==> config.mk <==
export PLATFORM = sky130hd
export DESIGN_NAME = evt_timer
export DESIGN_NICKNAME = d
export VERILOG_FILES = /design/src/rtl/evt_timer_pkg.sv /design/src/rtl/tick_prescaler.sv /design/src/rtl/match_unit.sv /design/src/rtl/up_counter.sv /design/src/rtl/evt_timer.sv
export SDC_FILE = /design/constraint.sdc
export NUM_CORES = 1
export LEC_CHECK = 0
export BUFFER_PORTS_ARGS = -buffer_cell sky130_fd_sc_hd__buf_2
export CORE_UTILIZATION = 54
export DETAILED_ROUTE_END_ITERATION = 8
export PLACE_DENSITY = 0.82
export SLEW_MARGIN = 20
export SYNTH_ARGS = -nofsm -noshare
export SYNTH_HDL_FRONTEND = slang
export SYNTH_HIERARCHICAL = 1
export SYNTH_SLANG_ARGS = --single-unit
==> constraint.sdc <==
create_clock -name clk -period 4.15 [get_ports clk]
set_clock_uncertainty 0.2 [all_clocks]
set_input_delay 0.83 -clock clk [delete_from_list [all_inputs] [get_ports clk]]
set_output_delay 0.83 -clock clk [all_outputs]
set_load 0.02 [all_outputs]
==> src/rtl/evt_timer_pkg.sv <==
package evt_timer_pkg;
  localparam int REG_W   = 16;
  localparam int ADDR_W  = 2;
  localparam int SCALE_W = 4;

  localparam logic [ADDR_W-1:0] ADDR_CFG   = 2'd0;
  localparam logic [ADDR_W-1:0] ADDR_CMPA  = 2'd1;
  localparam logic [ADDR_W-1:0] ADDR_COUNT = 2'd2;
  localparam logic [ADDR_W-1:0] ADDR_CMPB  = 2'd3;

  localparam int MODEA_LSB = 8;
  localparam int MODEB_LSB = 10;
  localparam int DONE_BIT  = 12;
  localparam int FLAGB_BIT = 13;
  localparam int FLAGA_BIT = 14;
  localparam int RUN_BIT   = 15;

  typedef struct packed {
    logic               run;
    logic [1:0]         mode_b;
    logic [1:0]         mode_a;
    logic [SCALE_W-1:0] scale;
  } cfg_t;

  function automatic int unsigned clamp_scale(logic [SCALE_W-1:0] s, int unsigned smax);
    return (int'(s) > int'(smax)) ? smax : int'(s);
  endfunction

  function automatic logic [REG_W-1:0] next_count(logic [REG_W-1:0] cur, logic wrap);
    return wrap ? '0 : cur + 1'b1;
  endfunction

  function automatic logic [REG_W-1:0] pack_cfg(cfg_t c, logic done, logic fa, logic fb);
    logic [REG_W-1:0] w;
    w = '0;
    w[SCALE_W-1:0]           = c.scale;
    w[MODEA_LSB+1:MODEA_LSB] = c.mode_a;
    w[MODEB_LSB+1:MODEB_LSB] = c.mode_b;
    w[DONE_BIT]              = done;
    w[FLAGB_BIT]             = fb;
    w[FLAGA_BIT]             = fa;
    w[RUN_BIT]               = c.run;
    return w;
  endfunction
endpackage

==> src/rtl/tick_prescaler.sv <==
module tick_prescaler
  import evt_timer_pkg::*;
#(
  parameter int SCALE_MAX = 8,
  localparam int PRE_W = (SCALE_MAX < 1) ? 1 : SCALE_MAX
) (
  input  logic               clk,
  input  logic               rst_n,
  input  logic               ref_tick,
  input  logic               run,
  input  logic               restart,
  input  logic [SCALE_W-1:0] scale,
  output logic               step
);
  logic [PRE_W-1:0] phase_q;
  logic [PRE_W-1:0] limit;
  logic             terminal;
  int unsigned      eff_scale;

  always_comb begin
    eff_scale = clamp_scale(scale, SCALE_MAX);
    limit     = PRE_W'((32'd1 << eff_scale) - 32'd1);
    terminal  = (phase_q >= limit);
    step      = ref_tick && run && terminal;
  end

  always_ff @(posedge clk or negedge rst_n) begin
    if (!rst_n)              phase_q <= '0;
    else if (restart)        phase_q <= '0;
    else if (ref_tick && run) phase_q <= terminal ? '0 : phase_q + 1'b1;
  end

  // an idle prescaler sits at phase zero
  assert_idle_phase_zero_R10: assert property (@(posedge clk) disable iff (!rst_n)
    !run |-> phase_q == '0);
  // no step without a reference tick
  assert_step_on_tick_R2: assert property (@(posedge clk) disable iff (!rst_n)
    step |-> ref_tick);
endmodule

==> src/rtl/match_unit.sv <==
module match_unit
  import evt_timer_pkg::*;
(
  input  logic             clk,
  input  logic             rst_n,
  input  logic             wr_cmp,
  input  logic [REG_W-1:0] wdata,
  input  logic [REG_W-1:0] count,
  input  logic             step,
  input  logic [1:0]       mode,
  input  logic             clr,
  output logic [REG_W-1:0] cmp_val,
  output logic             hit,
  output logic             flag,
  output logic             irq_part
);
  logic [REG_W-1:0] cmp_q;
  logic             flag_q;

  always_ff @(posedge clk or negedge rst_n) begin
    if (!rst_n)      cmp_q <= '0;
    else if (wr_cmp) cmp_q <= wdata;
  end

  assign hit = step && (count == cmp_q);

  always_ff @(posedge clk or negedge rst_n) begin
    if (!rst_n)                 flag_q <= 1'b0;
    else if (hit && mode[0])    flag_q <= 1'b1;
    else if (clr)               flag_q <= 1'b0;
  end

  assign cmp_val  = cmp_q;
  assign flag     = flag_q;
  assign irq_part = flag_q && mode[1];

  // a match beats a same-cycle clear
  assert_set_wins_R7: assert property (@(posedge clk) disable iff (!rst_n)
    hit && mode[0] |=> flag);
  // a flag only falls through an explicit clear
  assert_sticky_flag_R7: assert property (@(posedge clk) disable iff (!rst_n)
    flag && !clr |=> flag);
endmodule

==> src/rtl/up_counter.sv <==
module up_counter
  import evt_timer_pkg::*;
(
  input  logic             clk,
  input  logic             rst_n,
  input  logic             load,
  input  logic [REG_W-1:0] load_val,
  input  logic             step,
  input  logic             wrap,
  output logic [REG_W-1:0] count
);
  logic [REG_W-1:0] cnt_q;

  always_ff @(posedge clk or negedge rst_n) begin
    if (!rst_n)    cnt_q <= '0;
    else if (load) cnt_q <= load_val;
    else if (step) cnt_q <= next_count(cnt_q, wrap);
  end

  assign count = cnt_q;

  // software load lands on the next edge
  assert_load_value_R3: assert property (@(posedge clk) disable iff (!rst_n)
    load |=> count == $past(load_val));
endmodule

==> src/rtl/evt_timer.sv <==
module evt_timer
  import evt_timer_pkg::*;
#(
  parameter int SCALE_MAX = 8,
  localparam int NCMP = 2
) (
  input  logic              clk,
  input  logic              rst_n,
  input  logic              ref_tick,
  input  logic [ADDR_W-1:0] bus_addr,
  input  logic              bus_we,
  input  logic [REG_W-1:0]  bus_wdata,
  output logic [REG_W-1:0]  bus_rdata,
  output logic              irq
);
  cfg_t             cfg_q;
  logic             done_q;
  logic             cfg_wr, cnt_wr;
  logic             step;
  logic [REG_W-1:0] count;
  logic [NCMP-1:0]  cmp_wr, clr, hit, flag, irq_part;
  logic [1:0]       mode [NCMP];
  logic [REG_W-1:0] cmp_val [NCMP];

  assign cfg_wr = bus_we && (bus_addr == ADDR_CFG);
  assign cnt_wr = bus_we && (bus_addr == ADDR_COUNT);

  always_ff @(posedge clk or negedge rst_n) begin
    if (!rst_n) begin
      cfg_q  <= '0;
      done_q <= 1'b0;
    end else if (cfg_wr) begin
      cfg_q.run    <= bus_wdata[RUN_BIT];
      cfg_q.mode_a <= bus_wdata[MODEA_LSB+1:MODEA_LSB];
      cfg_q.mode_b <= bus_wdata[MODEB_LSB+1:MODEB_LSB];
      cfg_q.scale  <= bus_wdata[SCALE_W-1:0];
      done_q       <= 1'b1;
    end
  end

  tick_prescaler #(.SCALE_MAX(SCALE_MAX)) u_presc (
    .clk(clk), .rst_n(rst_n), .ref_tick(ref_tick), .run(cfg_q.run),
    .restart(cnt_wr || (cfg_wr && !bus_wdata[RUN_BIT])),
    .scale(cfg_q.scale), .step(step)
  );

  // index 0 is the primary (wrapping) comparator, index 1 the secondary
  assign cmp_wr[0] = bus_we && (bus_addr == ADDR_CMPA);
  assign cmp_wr[1] = bus_we && (bus_addr == ADDR_CMPB);
  assign clr[0]    = cfg_wr && bus_wdata[FLAGA_BIT];
  assign clr[1]    = cfg_wr && bus_wdata[FLAGB_BIT];
  assign mode[0]   = cfg_q.mode_a;
  assign mode[1]   = cfg_q.mode_b;

  for (genvar g = 0; g < NCMP; g++) begin : g_cmp
    match_unit u_match (
      .clk(clk), .rst_n(rst_n), .wr_cmp(cmp_wr[g]), .wdata(bus_wdata),
      .count(count), .step(step), .mode(mode[g]), .clr(clr[g]),
      .cmp_val(cmp_val[g]), .hit(hit[g]), .flag(flag[g]), .irq_part(irq_part[g])
    );
  end

  up_counter u_cnt (
    .clk(clk), .rst_n(rst_n), .load(cnt_wr), .load_val(bus_wdata),
    .step(step), .wrap(hit[0]), .count(count)
  );

  assign irq = |irq_part;

  always_comb begin
    unique case (bus_addr)
      ADDR_CFG:   bus_rdata = pack_cfg(cfg_q, done_q, flag[0], flag[1]);
      ADDR_CMPA:  bus_rdata = cmp_val[0];
      ADDR_COUNT: bus_rdata = count;
      default:    bus_rdata = cmp_val[1];
    endcase
  end

  // counter frozen while not running
  assert_hold_disabled_R4: assert property (@(posedge clk) disable iff (!rst_n)
    !cfg_q.run && !cnt_wr |=> $stable(count));
  // primary match wraps to zero
  assert_wrap_zero_R5: assert property (@(posedge clk) disable iff (!rst_n)
    hit[0] && !cnt_wr |=> count == '0);
  // secondary match alone keeps counting upward
  assert_no_wrap_secondary_R6: assert property (@(posedge clk) disable iff (!rst_n)
    hit[1] && !hit[0] && !cnt_wr |=> count == $past(count) + 1'b1);
  // interrupt needs a set flag
  assert_irq_has_source_R8: assert property (@(posedge clk) disable iff (!rst_n)
    irq |-> |flag);
  // configured bit never falls
  assert_done_sticky_R9: assert property (@(posedge clk) disable iff (!rst_n)
    done_q |=> done_q);
endmodule

==> metrics.md <==
| Metric | Value |
|---|---|
| Status | `finished, final reports clean` |
| Drc violations | `0` |
| Placer Congestion | `0.868` |
| Pin count of the biggest net entering global routing | `37` |
| Max VDD drop | `0.247 mV` |
| CTS root buf | `clkbuf_8` |
| DR WL/cell | `~19 µm` |
| Crit share post-route | `0.976` |
| Initial DRC count | `298` |
| Worst slew pin tran | `0.823 ns` |
| Input/output buffers | `38` |
| Post-Route M1 WL | `around 4.4 mm` |
| Diode count | `0` |
| Post-DP HPWL | `~7.2 mm` |
| CTS tree | `built` |
| Pwr per Cell Area | `443 mW/mm²` |
| Cells after DPL | `527` |
| Met2 WL | `roughly 5.2 mm` |
| First-pass GRT wire length | `17.0 mm` |
| H-Tree Depth | `3` |
| HP Class | `reg -> reg` |
| Max-cap violations | `0` |
| Antenna viol nets, final | `0` |
| Max-slew violation count | `0` |
| Met3 WL | `561 µm` |
| Final min period | `approximately 4 ns` |
| Syn Area/Cell | `between 10 and 15 µm²` |
| P_leak | `between 2 and 2.5 nW` |
| Routed WL | `about 10 mm` |
| Fillers | `621` |
| FMAX | `0.247 GHz` |
| Type of the worst setup path | `reg -> reg` |
| Die Ht | `91.8 µm` |
| GR Overflow Total | `0` |
| Die area | `between 0.008 and 0.009 mm²` |
| Crit path DAT | `between 4 and 5 ns` |
| Clk Latency, worst-skew pair | `0.35 ns` |
| Worst slew margin | `0.451` |
| Finish-stage setup viols | `0` |
| Worst EP required | `4.18 ns` |
| Worst-path fanout max | `4` |
| Highest metal used | `met4` |
| Synthesized area | `roughly 0.0044 mm²` |
| Core area | `~0.0078 mm²` |
| Num CTS Buffers | `9` |
| Share of cells above drive strength 1 | `0.354` |
| Unrepaired setup endpoints after global routing | `yes` |
| Final Hold Viols | `0` |
| Gr usage total | `0.261` |
| Yosys warns | `6` |
| Hold Buf Count CTS | `0` |
| Net Count, Synth | `approximately 430` |
| Num Clock Sinks | `68` |
| Layout Nets | `472` |
| CP endpoint kind | `flop` |
| Vias in the first global route | `between 3000 and 4000` |
| Layout area overhead | `14.1%` |
| CTS Buffer Depth | `2` |
| Hold_ws | `between 0.2 and 0.3 ns` |
| Via count | `roughly 3400` |
| Die X | `about 92 µm` |
| Final Non-Filler Cells | `546` |
| Initial antenna violation count | `0` |
| Row cnt | `32` |
| Critical Path Source Type | `flop` |
| DR vias/cell | `6.26` |
| Mapped Cells | `about 400` |
| Clk slew on worst S/H paths | `0.08 ns` |
| I/O pin cnt | `39` |
| First-pass iteration count of the detailed router | `5` |
| Initial Util | `0.560` |
[cells in the final DEF, fill, tap and decap left out, drive strengths merged, types with 2 or more instances in the layout]
cell type / count
or2: 3
a21oi: 17
nor3b: 7
nand3b: 2
nand3: 11
xor2: 14
buf: 53
ha: 11
and2: 4
clkbuf: 12
nand2: 23
a22oi: 2
nor2: 14
or4: 4
o21a: 3
inv: 17
or3: 2
mux4: 12
and3: 5
nor2b: 6
o22ai: 2
a22o: 9
bufinv: 2
a21o: 3
dfrtp: 68
nand4: 6
mux2i: 5
nand2b: 2
o2bb2ai: 3
a222oi: 2
o32ai: 2
xnor2: 16
mux2: 43
o21ai: 28
and2b: 2
nor4: 5
o311ai: 2
nor3: 9
[power breakdown]
group / internal, W / leakage, nW / switching (W)
Clock: 0.000355 / 0.107 / 0.000258
Combinational: 0.000336 / 1.25 / 0.000334
Sequential: 0.000774 / 0.797 / 0.000142
Total: 0.00146 / 2.15 / 0.000734
[cell type report]
cell class / count / area, µm² / share of cell area
Multi-Input combinational cell: 290 / 2550 / 0.513
Clock inverter: 4 / 72.6 / 0.0146
Tap cell: 102 / 128 / 0.0257
Clock buffer: 12 / 145 / 0.0292
Timing Repair Buffer: 53 / 307 / 0.0617
Inverter: 17 / 63.8 / 0.0128
Sequential cell: 68 / 1700 / 0.343
[repair_timing]
item / CTS / global route
resized for setup: 3 / 14
setup endpoints to repair: 2 / 5
pin swaps: 0 / 4
buffers inserted: 1 / 2
[registers in the layout, summed over array words and instances (netlist names)]
signal                 cells
u_presc/phase_q            8
g_cmp.u_match/cmp_val     32
u_cnt/count               16
cfg_q                      9
done_q                     1
g_cmp.u_match/flag         2
[metrics by stage]
step / utilization / total power, W / setup slack (ns) / instance area (µm²) / setup TNS, ns
floorplan: - / 0.00138 / 0.00632 / 4360 / 0
global placement: 0.601 / 0.00154 / 0.141 / 4670 / 0
detailed placement: 0.601 / 0.00157 / -0.0402 / 4670 / -0.0402
CTS: 0.631 / 0.00219 / 0.0345 / 4900 / 0
global route: 0.639 / 0.00230 / -0.0528 / 4970 / -0.0645
finish: 0.639 / 0.00220 / 0.100 / 4970 / 0
[worst paths after layout]
path | start | endpoint | slack [ns] | cells after the start
setup / recovery | cfg_q[2] | u_cnt/count[7] | 0.10 | 17
hold / removal | done_q | done_q | 0.27 | 1
setup reg to reg | cfg_q[2] | u_cnt/count[7] | 0.10 | 17
hold reg to reg | done_q | done_q | 0.27 | 1
max in group asynchronous | rst_n | cfg_q[3] | 2.42 | 2
min in group asynchronous | rst_n | u_presc/phase_q[7] | 0.38 | 1
[worst max-delay path, cell delays in order, from the launching register on]
cell	delay, ns
dfrtp_1	0.41
nor2_4	0.15
nand3_2	0.10
ha_4	0.19
nor3_2	0.11
a21oi_1	0.07
o21a_1	0.18
ha_1	0.30
nand4_1	0.10
or3_2	0.47
a21oi_2	0.19
o21ai_0	0.11
or4_4	0.57
nor2_4	0.14
nor2_1	0.10
o21ai_1	0.12
o21ai_0	0.10
a221o_1	0.31
[metal layers]
| layer | vias up | global-route usage |
|---|---|---|
| met1 | 1739 | 0.335 |
| met3 | 21 | 0.0498 |
| li1 | 1537 | - |
| met4 | 0 | 0.0977 |
| met5 | - | 0 |
| met2 | 120 | 0.439 |
Power figures use the tool's default switching activity.
